`src/rtl/alu8_pkg.sv`:
```
// Package alu8_pkg
// Shared encodings for the eight-operation ALU. The operation code is a
// packed struct: a group bit on top and a two-bit selector below it.
// Assumes the code layout is fixed at three bits regardless of WIDTH.
package alu8_pkg;

    // Bit position of the group selector inside the operation code.
    localparam int unsigned GROUP_BIT = 2;
    localparam int unsigned CODE_W    = 3;

    // Operation selector inside the arithmetic group.
    typedef enum logic [1:0] {
        ARITH_SUM  = 2'b00,
        ARITH_DIFF = 2'b01,
        ARITH_PROD = 2'b10,
        ARITH_NEG  = 2'b11
    } arith_sel_e;

    // Operation selector inside the bitwise group.
    typedef enum logic [1:0] {
        BITW_AND = 2'b00,
        BITW_OR  = 2'b01,
        BITW_XOR = 2'b10,
        BITW_INV = 2'b11
    } bitw_sel_e;

    // Decoded operation code.
    typedef struct packed {
        logic       is_arith;
        logic [1:0] sel;
    } op_word_t;

endpackage

```
`src/rtl/alu8_arith.sv`:
```
// Module alu8_arith
// Combinational arithmetic group: wrap-around sum and difference, the
// truncated product and the two's-complement negation of operand A.
// Assumes unsigned operands; no carry, borrow or overflow is produced.
// MUL_SHIFT_ADD picks the product form: 0 uses the width-limited product
// operator, 1 builds a truncated shift-and-add array.
module alu8_arith #(
    parameter int unsigned WIDTH         = 16,
    parameter bit          MUL_SHIFT_ADD = 1'b0
) (
    input  logic [1:0]       sel,
    input  logic [WIDTH-1:0] a,
    input  logic [WIDTH-1:0] b,
    output logic [WIDTH-1:0] y
);
    import alu8_pkg::*;

    localparam logic [WIDTH-1:0] ZERO = '0;

    logic [WIDTH-1:0] sum_w;
    logic [WIDTH-1:0] diff_w;
    logic [WIDTH-1:0] prod_w;
    logic [WIDTH-1:0] neg_w;

    // Sum and difference wrap naturally at WIDTH bits.
    always_comb begin
        sum_w  = a + b;
        diff_w = a - b;
        neg_w  = ZERO - a;
    end

    generate
        if (MUL_SHIFT_ADD) begin : g_mul_array
            // Partial products kept at WIDTH bits: upper bits never formed.
            logic [WIDTH-1:0] part [WIDTH];
            logic [WIDTH-1:0] acc  [WIDTH+1];

            // Build each shifted partial product gated by one bit of b.
            always_comb begin
                for (int i = 0; i < WIDTH; i++) begin
                    part[i] = b[i] ? (a << i) : ZERO;
                end
            end

            // Accumulate the partial products modulo 2^WIDTH.
            always_comb begin
                acc[0] = ZERO;
                for (int i = 0; i < WIDTH; i++) begin
                    acc[i+1] = acc[i] + part[i];
                end
            end

            assign prod_w = acc[WIDTH];
        end else begin : g_mul_op
            // Product operator sized to WIDTH keeps only the low bits.
            assign prod_w = a * b;
        end
    endgenerate

    // Select the requested arithmetic result.
    always_comb begin
        unique case (arith_sel_e'(sel))
            ARITH_SUM:  y = sum_w;
            ARITH_DIFF: y = diff_w;
            ARITH_PROD: y = prod_w;
            ARITH_NEG:  y = neg_w;
            default:    y = ZERO;
        endcase
    end

endmodule

```
`src/rtl/alu8_bitwise.sv`:
```
// Module alu8_bitwise
// Combinational bitwise group: AND, OR, XOR and inversion of operand A.
// Assumes nothing about operand meaning; each bit is treated alone.
module alu8_bitwise #(
    parameter int unsigned WIDTH = 16
) (
    input  logic [1:0]       sel,
    input  logic [WIDTH-1:0] a,
    input  logic [WIDTH-1:0] b,
    output logic [WIDTH-1:0] y
);
    import alu8_pkg::*;

    // Select the requested bitwise function.
    always_comb begin
        unique case (bitw_sel_e'(sel))
            BITW_AND: y = a & b;
            BITW_OR:  y = a | b;
            BITW_XOR: y = a ^ b;
            BITW_INV: y = ~a;
            default:  y = '0;
        endcase
    end

endmodule

```
`src/rtl/alu8_result_reg.sv`:
```
// Module alu8_result_reg
// Output stage: a WIDTH-bit register loaded on every rising edge.
// Assumes a synchronous active-low reset that clears it to zero.
module alu8_result_reg #(
    parameter int unsigned WIDTH = 16
) (
    input  logic             clk,
    input  logic             rst_n,
    input  logic [WIDTH-1:0] d,
    output logic [WIDTH-1:0] q
);

    // Capture the next result, or clear it while reset is held.
    always_ff @(posedge clk) begin
        if (!rst_n) begin
            q <= '0;
        end else begin
            q <= d;
        end
    end

endmodule

```
`src/rtl/alu8_datapath.sv`:
```
// Module alu8_datapath
// Top of the eight-operation ALU. Decodes the operation code, evaluates
// both groups in parallel, picks one by the group bit and registers it.
// Assumes WIDTH >= 3 and that a new code may arrive on every cycle.
module alu8_datapath #(
    parameter int unsigned WIDTH         = 16,
    parameter bit          MUL_SHIFT_ADD = 1'b0
) (
    input  logic             clk,
    input  logic             rst_n,
    input  logic [2:0]       op_code,
    input  logic [WIDTH-1:0] op_a,
    input  logic [WIDTH-1:0] op_b,
    output logic [WIDTH-1:0] result
);
    import alu8_pkg::*;

    op_word_t         op_w;
    logic [WIDTH-1:0] arith_y;
    logic [WIDTH-1:0] bitw_y;
    logic [WIDTH-1:0] next_y;

    // Split the raw code into group bit and selector.
    always_comb begin
        op_w.is_arith = op_code[GROUP_BIT];
        op_w.sel      = op_code[1:0];
    end

    alu8_arith #(
        .WIDTH         (WIDTH),
        .MUL_SHIFT_ADD (MUL_SHIFT_ADD)
    ) u_arith (
        .sel (op_w.sel),
        .a   (op_a),
        .b   (op_b),
        .y   (arith_y)
    );

    alu8_bitwise #(
        .WIDTH (WIDTH)
    ) u_bitwise (
        .sel (op_w.sel),
        .a   (op_a),
        .b   (op_b),
        .y   (bitw_y)
    );

    // Choose between the arithmetic and bitwise group outputs.
    always_comb begin
        next_y = op_w.is_arith ? arith_y : bitw_y;
    end

    alu8_result_reg #(
        .WIDTH (WIDTH)
    ) u_result (
        .clk   (clk),
        .rst_n (rst_n),
        .d     (next_y),
        .q     (result)
    );

endmodule

```
`config.mk`:
```
export PLATFORM = sky130hd
export DESIGN_NAME = alu8_datapath
export DESIGN_NICKNAME = d
export VERILOG_FILES = /design/src/rtl/alu8_pkg.sv /design/src/rtl/alu8_arith.sv /design/src/rtl/alu8_bitwise.sv /design/src/rtl/alu8_result_reg.sv /design/src/rtl/alu8_datapath.sv
export SDC_FILE = /design/constraint.sdc
export NUM_CORES = 1
export LEC_CHECK = 0
export BUFFER_PORTS_ARGS = -buffer_cell sky130_fd_sc_hd__buf_2
export CAP_MARGIN = 20
export CORE_MARGIN = 5
export CORE_UTILIZATION = 64
export DETAILED_ROUTE_END_ITERATION = 7
export GPL_TIMING_DRIVEN = 0
export PLACE_DENSITY_LB_ADDON = 0.12
export SETUP_SLACK_MARGIN = 0.02
export SYNTH_ARGS = -nofsm -noshare
export SYNTH_HDL_FRONTEND = slang
export SYNTH_HIERARCHICAL = 1
export SYNTH_SLANG_ARGS = --single-unit
```
`constraint.sdc`:
```
create_clock -name clk -period 8.2 [get_ports clk]
set_clock_uncertainty 0.1 [all_clocks]
set_input_delay 1.23 -clock clk [delete_from_list [all_inputs] [get_ports clk]]
set_output_delay 1.23 -clock clk [all_outputs]
set_load 0.01 [all_outputs]
```
After elaboration in Yosys (flattened, before gate mapping)

Index checks and enable logic that the tools add are counted.

Multiply operators: 1
Muxes and demuxes: 3
Bitwise logic cells: 4
Equal/unequal tests: 3
Reductions and logical operators: 1
Add/sub/neg operators: 3

Operators by type and width:

| cell                    | count |
|---|---|
| $pmux W16 S4            | 2 |
| $add A16 B16 Y16        | 1 |
| $and A16 B16 Y16        | 1 |
| $mul A16 B16 Y16        | 1 |
| $mux W16                | 1 |
| $not A16 Y16            | 1 |
| $or A16 B16 Y16         | 1 |
| $sub A1 B16 Y16 const A | 1 |
| $sub A16 B16 Y16        | 1 |
| $xor A16 B16 Y16        | 1 |
| $eq A2 B2 Y1 const B    | 2 |
| $eq A2 B1 Y1 const B    | 1 |
| $logic_not A2 Y1        | 1 |

Register bits: 16
Output and inout port bits: 16
Word-level logic and storage cells: 16
Bits of input ports: 37

Longest topological paths before layout

Gate-level depths: netlist of run 1.

Word-level depth: 3
Gate-level depth with buffers: 24
Mapped depth without buffers: 22

By module

The synthesis of run 1 kept the hierarchy.

By module, submodules not included:

| module          | seq. area each (um^2) | cells an instance | area an instance (um^2) | instances |
|---|---|---|---|---|
| alu8_arith      | 0.0                   | 708               | 5,540.3                 | 1 |
| alu8_bitwise    | 0.0                   | 100               | 1,012.2                 | 1 |
| alu8_result_reg | 320.3                 | 33                | 446.7                   | 1 |
| alu8_datapath   | 0.0                   | 18                | 249.0                   | 1 |

Worst setup path before layout of run 1

No wires, ideal clock.

Path kind: input -> register
Start point: in op_b[2]
End point: reg u_result.q[14]
Path buffers: 2
Required time: 7.984 ns
Arrival: 6.937 ns
Cell stages on the path: 22
Library setup time: 0.116 ns
Path slack: 1.047 ns
Cells stage by stage: clkbuf_1 -> clkbuf_1 -> nand2_1 -> fa_1 -> fa_1 -> fa_1 -> fa_1 -> inv_1 -> fa_1 -> inv_1 -> fa_1 -> inv_1 -> ha_1 -> nand3_1 -> nor3_1 -> a2111oi_0 -> a211oi_1 -> xnor2_1 -> o211ai_1 -> o21a_1 -> mux2_4 -> and2_2

Cells in the longest elaborated chain, start to end: 3
Elaborated cells between the ends (all ways): 5
Those cells by class: add/sub: 2; mul: 1; mux: 2

RTL lines:

| element                                  | RTL line              | RTL |
|---|---|---|
| from (decl)                              | alu8_datapath.sv:13   | `input logic [WIDTH-1:0] op_b,` |
| $mul A16 B16 Y16 (tied with other cells) | alu8_arith.sv:56      | `assign prod_w = a * b;` |
| $pmux W16 S4 (*)                         | alu8_arith.sv:62      | `unique case (arith_sel_e'(sel))` |
| named net arith_y[14]                    | alu8_datapath.sv:19   | `logic [WIDTH-1:0] arith_y;` |
| $mux W16 (*)                             | alu8_datapath.sv:50   | `next_y = op_w.is_arith ? arith_y : bitw_y;` |
| named net next_y[14]                     | alu8_datapath.sv:21   | `logic [WIDTH-1:0] next_y;` |
| to (signal assigned)                     | alu8_result_reg.sv:16 | `q <= '0;` |
| to (signal assigned)                     | alu8_result_reg.sv:18 | `q <= d;` |
| to (decl)                                | alu8_result_reg.sv:10 | `output logic [WIDTH-1:0] q` |

The timed path passes the listed nets; every way through them passes the cells marked *.
A chain may end at the register's enable or synchronous reset.

Worst setup path in the final report of run 1

Start point: in op_a[4]
End point: reg u_result.q[14]

Cells in the longest elaborated chain, start to end: 3
Elaborated cells between the ends (all ways): 6
Those cells by class: add/sub: 3; mul: 1; mux: 2

RTL lines:

| element                                  | RTL line            | RTL |
|---|---|---|
| from (decl)                              | alu8_datapath.sv:12 | `input logic [WIDTH-1:0] op_a,` |
| $mul A16 B16 Y16 (tied with other cells) | alu8_arith.sv:56    |  |
| $pmux W16 S4 (*)                         | alu8_arith.sv:62    |  |
| named net arith_y[14]                    | alu8_datapath.sv:19 |  |
| $mux W16 (*)                             | alu8_datapath.sv:50 |  |
| named net next_y[14]                     | alu8_datapath.sv:21 |  |

Marked as above.

==> results of run 1 <==
## path summary, 6_finish.rpt
kind | depth (start not counted) | to | slack [ps] | startpoint
max | 22 | u_result/q[14]$_SDFF_PN0_ | 400 | op_a[4]
min | 2 | u_result/q[14]$_SDFF_PN0_ | 1240 | rst_n
## worst max-delay path: cells and delay by family
kind,cells,cell delay [ps]
multiplexers,1,260
XOR/XNOR,1,190
AO/OA/AOI/OAI,5,1480
AND/OR/NAND/NOR,4,840
adder cells (fa/ha/maj),7,2900
buffers and inverters,4,900
## cell usage after synthesis, types with 2 or more instances
master                       n
sky130_fd_sc_hd__a31oi_1     2
sky130_fd_sc_hd__mux2_4     10
sky130_fd_sc_hd__o21ai_0    11
sky130_fd_sc_hd__a211o_1     2
sky130_fd_sc_hd__nor2_1     34
sky130_fd_sc_hd__mux2_2      6
sky130_fd_sc_hd__nand3_1     6
sky130_fd_sc_hd__nand3b_1    4
sky130_fd_sc_hd__ha_1       99
sky130_fd_sc_hd__or2_2       2
sky130_fd_sc_hd__a211oi_1    3
sky130_fd_sc_hd__mux2i_1     7
sky130_fd_sc_hd__clkbuf_1   35
sky130_fd_sc_hd__inv_1     167
sky130_fd_sc_hd__nor4_1      4
sky130_fd_sc_hd__a21o_1      3
sky130_fd_sc_hd__o31ai_1     2
sky130_fd_sc_hd__nor2b_1     5
sky130_fd_sc_hd__o211ai_1    9
sky130_fd_sc_hd__a21oi_1    30
sky130_fd_sc_hd__o41ai_1     2
sky130_fd_sc_hd__buf_2       2
sky130_fd_sc_hd__mux4_2      8
sky130_fd_sc_hd__fa_1       81
sky130_fd_sc_hd__nand2_1    84
sky130_fd_sc_hd__mux4_1      8
sky130_fd_sc_hd__dfxtp_1    16
sky130_fd_sc_hd__and2_1     72
sky130_fd_sc_hd__xor2_1     24
sky130_fd_sc_hd__nand2b_1    2
sky130_fd_sc_hd__buf_6       4
sky130_fd_sc_hd__buf_12      2
sky130_fd_sc_hd__or4_4       2
sky130_fd_sc_hd__and3_1      4
sky130_fd_sc_hd__nor3_1     16
sky130_fd_sc_hd__and2_2     12
sky130_fd_sc_hd__or3_1       3
sky130_fd_sc_hd__o21a_1      8
sky130_fd_sc_hd__xnor2_1    52
## power groups by stage
stage | combinational, uW | clock [uW] | sequential, uW
3_5_place_dp | 1680 | 0 | 100
4_1_cts | 1690 | 107 | 98.5
6_report | 1710 | 104 | 98.3
5_1_grt | 1930 | 110 | 100
2_1_floorplan | 1310 | 0 | 110
3_3_place_gp | 1630 | 0 | 99.2
## stage by stage
stage / power [uW] / setup slack [ps] / TNS, ps
after global routing: 2140 / 104 / 0
after global placement: 1730 / -57.1 / -57.1
final: 1920 / 404 / 0
after CTS: 1900 / 39.8 / 0
after floorplan: 1420 / 1050 / 0
after detailed placement: 1780 / -225 / -354
## area by class of cell
type / count / area share [%]
buffer: 41 / 2.85
clock buffer: 4 / 1.14
inverter: 167 / 8.08
multi-input combinational: 633 / 78.3
sequential: 16 / 4.13
tap: 140 / 2.26
timing repair buffer: 50 / 3.23
## routing by layer
metal | vias to the layer above | track usage [%]
met1 | 2939 | 38.8
met2 | 310 | 51.4
met4 | 0 | 9.20
met3 | 54 | 3.73
li1 | 2818 | -
met5 | - | 0
## kinds of logic after synthesis
group	Yosys count	share of synthesized area (%)
mux	39	9.36
flops	16	4.42
buf+inv	210	11.8
simple gates	254	18.1
fa+ha+maj	180	39.5
xor+xnor	77	9.49
compound gates	83	7.44
==> results.txt, run 1 <==
The routability-driven placement congestion ratio is 0.942. The average via count per standard cell came out at 5.82. The net switching power is 966 uW. The sequential share of power is 5.1%. The overall global routing resource usage is 29.7%. The reported max-cap violation count came out at 0. For the pin with the worst max-slew slack, the measured transition is 765 ps. The synthesized net count came out at 1076. The most numerous cell type found on the critical path is sky130_fd_sc_hd__fa_1. Cells with a size suffix above 1 make up 12.0% of the layout. Leaving out fill and tap cells, the most frequent cells in the layout are sky130_fd_sc_hd__inv_1 (167), sky130_fd_sc_hd__ha_1 (99), sky130_fd_sc_hd__nand2_1 (84). The average detailed-routed wire length per instance came out at 18.3 um. The data required time at the worst endpoint came out at 8240 ps. The register bit total from synthesis is 16. The H-tree depth came out at 1. The post-synthesis cell type count is 55. After clock tree synthesis, the clock-pin slew on the worst setup and hold paths is 50 ps. The routed length on met1 came out at 7620 um. The initial antenna violation count came out at 0.

The remaining antenna violation count is 0. Ranked by total cell area, the synthesized netlist is headed by sky130_fd_sc_hd__fa_1 (22%), sky130_fd_sc_hd__ha_1 (17%), sky130_fd_sc_hd__inv_1 (8.6%), sky130_fd_sc_hd__xnor2_1 (6.3%), sky130_fd_sc_hd__and2_1 (6.2%). After layout, the minimum clock period comes to 7800 ps. The number of instances in the synthesized netlist is 859.

The layout has 904 filler cells. The longest clock path from root to sink contains 2 buffers. Of the available clock period, the critical path in the final layout requires 95.1%. The area taken by flip-flops and latches is 320 um^2. The post-cts resize count came out at 0. In this run, post-CTS hold repair placed 0 buffers. Setup repair after global routing left no endpoint under its margin. The standard cell core area came out at 11000 um^2. The sequential element share of the synthesized area is 4.42%. The power per cell area came out at 247 nW/um^2.

After synthesis, the largest area contributor takes up 22.4% of total cell area. The critical path launch point type is an input port. More flip-flops sit in one register than any other, and that register is u_result/q. The largest total area in the synthesized netlist belongs to sky130_fd_sc_hd__fa_1.

The die is 116 um wide. The cell count after placement is 1049. The register with the most flip-flops in the layout has 16 of them.

The number of enable flip-flop cells after synthesis is 0. The floorplan step defined a die boundary enclosing 13600 um^2. The largest fanout on the critical path is 10. The largest stage delay on the critical path is 610 ps. The final HPWL from detailed placement came out at 15500 um. The site row count is 38. The internal power contribution is 951 uW. In this run the post-CTS setup repair buffer count came out at 0.

The share of total power dissipated in combinational logic is 89.4%. The peak supply drop came out at 0.000219 V. The tree is rooted in a sky130_fd_sc_hd__clkbuf_16. The CTS buffer count is 3. The standard cell area after detailed placement is 7670 um^2. The global-route wire length before repair is 31400 um. The synthesized area came out at 7250 um^2. Walking the worst path, the cells encountered are buf_2 -> clkbuf_1 -> and2_1 -> fa_1 -> fa_1 -> ha_1 -> fa_1 -> inv_1 -> fa_1 -> fa_1 -> inv_1 -> ha_1 -> or3_1 -> a311oi_1 -> nor3_1 -> a2111oi_1 -> a211oi_1 -> xnor2_1 -> o211ai_1 -> o21a_1 -> mux2_4 -> and2_2. Of the total power, the share spent switching nets is 50.4%. The number of clock sinks is 16. The clock group share of total power is 5.4%.

The synthesis-to-layout area growth came out at 7.04%. The flow ran to the end, and the final reports show no timing, DRC or antenna violations. The overflow left after global routing is 0.

The count of unresolved DRC violations after routing is 0. Among all stages on the critical path, the largest delay is contributed by sky130_fd_sc_hd__a2111oi_1. The cell area after layout is 7760 um^2. The final layout contains 1129 nets. The largest net degree at the start of global routing came out at 12. The largest registers in the layout are u_result/q (16).

The maximum achievable frequency is 0.128 GHz. The critical path start-end classification is in2reg. The total count of hold-check failures in the final report came out at 0. The critical path endpoint category is a flop. The sum of met3 wire segment lengths after detailed routing came out at 1650 um. For this design the top-level I/O count stands at 53. Summed over all nets, wire length on met2 after detailed routing comes to 9290 um.

The total vias in the final route came out at 6121. Each instance of the synthesized netlist takes up on average 8.44 um^2. The first-pass iteration count of the detailed router came out at 6. The detailed router finished its first iteration with 459 violations.

The worst-case hold slack came out at 1240 ps. The highest layer touched by signal routing is met4. The initial core utilization is 66.0%. In this run the worst hold path is classified as in2reg. The number of global-route vias before repair is 6322. TritonCTS built the clock tree. The total routed wirelength came out at 19200 um. The static leakage is 0.00391 uW.

The post-layout utilization of the core is 70.6%. In the synthesized netlist the async set-or-reset flop fraction comes to 0%. Measured against its own limit, the worst slew margin works out to 49.0%. Among all flip-flop cells after synthesis, the most frequent one is sky130_fd_sc_hd__dfxtp_1.

The antenna diode count is 0. The arrival time of the worst setup path is 7840 ps. After the flow finishes, the layout carries non-filler instances totaling 1051. The setup violation total in the final timing report came out at 0. The most common cell after layout, fill and taps aside is sky130_fd_sc_hd__inv_1. The final max-slew violation count came out at 0. The die height came out at 116 um. In this run the tool buffered the top-level ports with 50 buffer cells. The multi-input logic area is 6080 um^2.

During synthesis, Yosys emitted a total of 6 warnings.
No activity file was read; power rests on OpenSTA's default activity.
==> run 2, diff against run 1 <==
--- a/config.mk
+++ b/config.mk
@@ -7,11 +7,13 @@
 export LEC_CHECK = 0
 export BUFFER_PORTS_ARGS = -buffer_cell sky130_fd_sc_hd__buf_2
 export CAP_MARGIN = 20
+export CORE_ASPECT_RATIO = 0.5
 export CORE_MARGIN = 5
 export CORE_UTILIZATION = 64
 export DETAILED_ROUTE_END_ITERATION = 7
 export GPL_TIMING_DRIVEN = 0
 export PLACE_DENSITY_LB_ADDON = 0.12
+export RECOVER_POWER = 25
 export SETUP_SLACK_MARGIN = 0.02
 export SYNTH_ARGS = -nofsm -noshare
 export SYNTH_HDL_FRONTEND = slang
==> constraint.sdc (replaced) <==
create_clock -name clk -period 8.2 [get_ports clk]
set_clock_uncertainty 0.1 [all_clocks]
set_input_delay 0.41 -clock clk [delete_from_list [all_inputs] [get_ports clk]]
set_output_delay 0.41 -clock clk [all_outputs]
set_load 0.01 [all_outputs]
==> results.txt, run 2 (synthesis results as in run 1) <==
The remaining antenna violation count came out at 0. After floorplanning, the core was divided into 27 placement rows. The depth of the worst hold-timing path came out at 2.

The total count of hold-check failures in the final report is 0. The number of clock sinks is 16. The overflow left after global routing came out at 0. The critical path start-end classification is in2reg. The root buffer cell chosen for the clock tree is sky130_fd_sc_hd__clkbuf_16.

The flow ran to the end, and the final reports show no timing, DRC or antenna violations. The clock transition at the registers of the reported paths came out at 40 ps. The horizontal die dimension is 161 um. The total routed wirelength came out at 18800 um. The net total in the final layout came out at 1131.

Static timing analysis puts the maximum clock frequency at 0.131 GHz. TritonCTS created 3 clock buffers. The antenna diode count came out at 0. In the layout the commonest cells are sky130_fd_sc_hd__inv_1 (167), sky130_fd_sc_hd__ha_1 (99), sky130_fd_sc_hd__nand2_1 (84). The register with the most flip-flops in the layout has 16 of them. At the pin with the least slew margin, the transition time is 1010 ps. The full die area came out at 13700 um^2. Counting along the longest clock path gives a buffer depth of 2.

The critical path goes through buf_2 -> clkbuf_1 -> clkbuf_1 -> and2_1 -> fa_1 -> fa_1 -> ha_1 -> fa_1 -> inv_1 -> fa_1 -> fa_1 -> inv_1 -> ha_1 -> or3_1 -> a311oi_1 -> nor3_1 -> a2111oi_0 -> a211oi_1 -> xnor2_1 -> o211ai_1 -> o21a_1 -> mux2_4 -> and2_2. In this run the most critical hold path is launched from rst_n. The worst hold path terminates at u_result/q[2]$_SDFF_PN0_.

The global-route wire length before repair came out at 31400 um. The number of top-level pins is 53. The H-tree depth is 1. The final worst slack is 555 ps.

Hold is met by 376 ps. The most common cell after layout, fill and taps aside is sky130_fd_sc_hd__inv_1. Max-cap violations in this run came to 0.

Setup repair after global routing left no endpoint under its margin. The count of unresolved DRC violations after routing is 0. Entering global routing, the biggest net connects 12 pins. In this run, the number of DRC markers left after iteration 0 of detailed routing was 542. The largest stage delay on the critical path is 900 ps.

The multi-input logic area came out at 6070 um^2. The worst min-delay path category is in2reg. The number of global-route vias before repair is 6199. Dividing the detail-routed via count by the number of cells gives 5.69. Measured against its own limit, the worst slew margin works out to 31.0%. For this configuration, the core starts out at a cell density of 65.6%.

For this design the ratio of total power to cell area is 256 nW/um^2. The clock group share of total power came out at 4.5%. The net switching power is 1040 uW. The die height is 85.3 um.

The initial antenna violation count is 0. Internal power comes to 941 uW. The first-pass iteration count of the detailed router came out at 5. The proportion of total power due to net switching is 52.6%. The arrival time of the worst setup path is 7680 ps.

The data required time at the worst endpoint is 8230 ps. The total vias in the final route came out at 6015. The worst-path cell with the longest stage delay is sky130_fd_sc_hd__a2111oi_0.

Prior to clock tree synthesis, the placed netlist has a worst setup slack of 513 ps. The setup violation total in the final timing report is 0. The peak supply drop came out at 0.000199 V. By instance count, the cell type seen most on the critical path is sky130_fd_sc_hd__fa_1. The critical path launch point type is an input port. In this run the post-CTS setup repair buffer count came out at 0. Of the available clock period, the critical path in the final layout requires 93.2%. STA classifies the critical path endpoint as a flop. The fraction of final layout cells sized beyond drive strength 1 came out at 10.7%. The sequential share of power is 5.0%.

The static leakage is 0.00387 uW. The fill cell total of the finished layout is 921. The post-cts resize count is 0. TritonCTS built the clock tree. The final max-slew violation count came out at 0. Summed over all nets, the half-perimeter wirelength after detailed placement is 15600 um. The average detailed-routed wire length per instance came out at 17.7 um. Of all nets on the critical path, the largest fanout is 10. After clock tree synthesis, the flow added hold-fix buffers numbering 0.

The congestion estimate from routability-driven global placement came to 0.952. The relative contribution of combinational cells to total power came out at 90.5%. More flip-flops sit in one register than any other, and that register is u_result/q.

The sequential cells in the finished layout cover a total of 320 um^2. After routing, the total negative slack on setup checks comes to 0 ps. The overall global routing resource usage is 28.5%. After floorplanning, the core was sized to cover 11000 um^2. The synthesis-to-layout area growth is 6.85%. The final critical delay including setup and external delays is 7640 ps. In this run the tool buffered the top-level ports with 50 buffer cells. The largest registers in the layout are u_result/q (16).
-- run 2: changes by cell type in the layout (fill, tap and decap cells not counted), sizes merged --
cell | previous run | this run
clkbuf | 37 | 46
buf | 58 | 50
-- run 2: critical path, delay by kind of cell --
| family | cells | cell delay (ps) |
|---|---|---|
| compound gates | 5 | 1800 |
| xor+xnor | 1 | 310 |
| fa+ha+maj | 7 | 2860 |
| buf+inv | 5 | 1210 |
| mux | 1 | 250 |
| simple gates | 4 | 850 |
-- run 2: how the worst max path moves through the flow --
stage / startpoint / to / slack [ps] / cells after the start
6_report: op_b[3] / u_result/q[14]$_SDFF_PN0_ / 560 / 23
5_1_grt: op_b[3] / u_result/q[14]$_SDFF_PN0_ / 230 / 23
3_3_place_gp: op_b[2] / u_result/q[14]$_SDFF_PN0_ / 530 / 23
2_1_floorplan: op_b[2] / u_result/q[14]$_SDFF_PN0_ / 1870 / 22
4_1_cts: op_b[3] / u_result/q[14]$_SDFF_PN0_ / 730 / 23
3_5_place_dp: op_b[2] / u_result/q[14]$_SDFF_PN0_ / 510 / 23
-- run 2: power groups by stage --
stage / registers [uW] / logic [uW] / clock network (uW)
4_1_cts: 98.3 / 1770 / 90.9
6_report: 98.3 / 1800 / 89.7
5_1_grt: 101 / 2030 / 97.9
2_1_floorplan: 110 / 1310 / 0
3_3_place_gp: 99.3 / 1720 / 0
3_5_place_dp: 99.4 / 1760 / 0
-- run 2: area by class of cell --
cell class / instances / area share, %
plain buffers: 43 / 2.92
clock buffers: 3 / 0.969
inverters: 167 / 8.09
multi-input cells: 633 / 78.4
flip-flops and latches: 16 / 4.14
well taps: 145 / 2.34
repair buffers: 50 / 3.10
-- run 2: metrics by stage --
step | cell area, um^2 | instances | utilization [%] | total power [uW]
detailed placement | 7680 | 1054 | 69.5 | 1860
CTS | 7750 | 1057 | 70.2 | 1960
global route | 7740 | 1057 | 70.1 | 2230
floorplan | 7250 | 859 | - | 1420
global placement | 7680 | 1054 | 69.5 | 1820
finish | 7740 | 1057 | 70.1 | 1980
-- run 2: layer usage --
layer / wire length (um) / vias to the layer above / global-route usage [%] / part of all wire, %
met1: 8390 / 2912 / 40.5 / 45
met2: 8270 / 248 / 46.4 / 44
met4: 281 / 0 / 5.93 / 1.5
li1: - / 2823 / - / -
met5: 0 / - / 0 / 0
met3: 1820 / 32 / 4.37 / 9.7
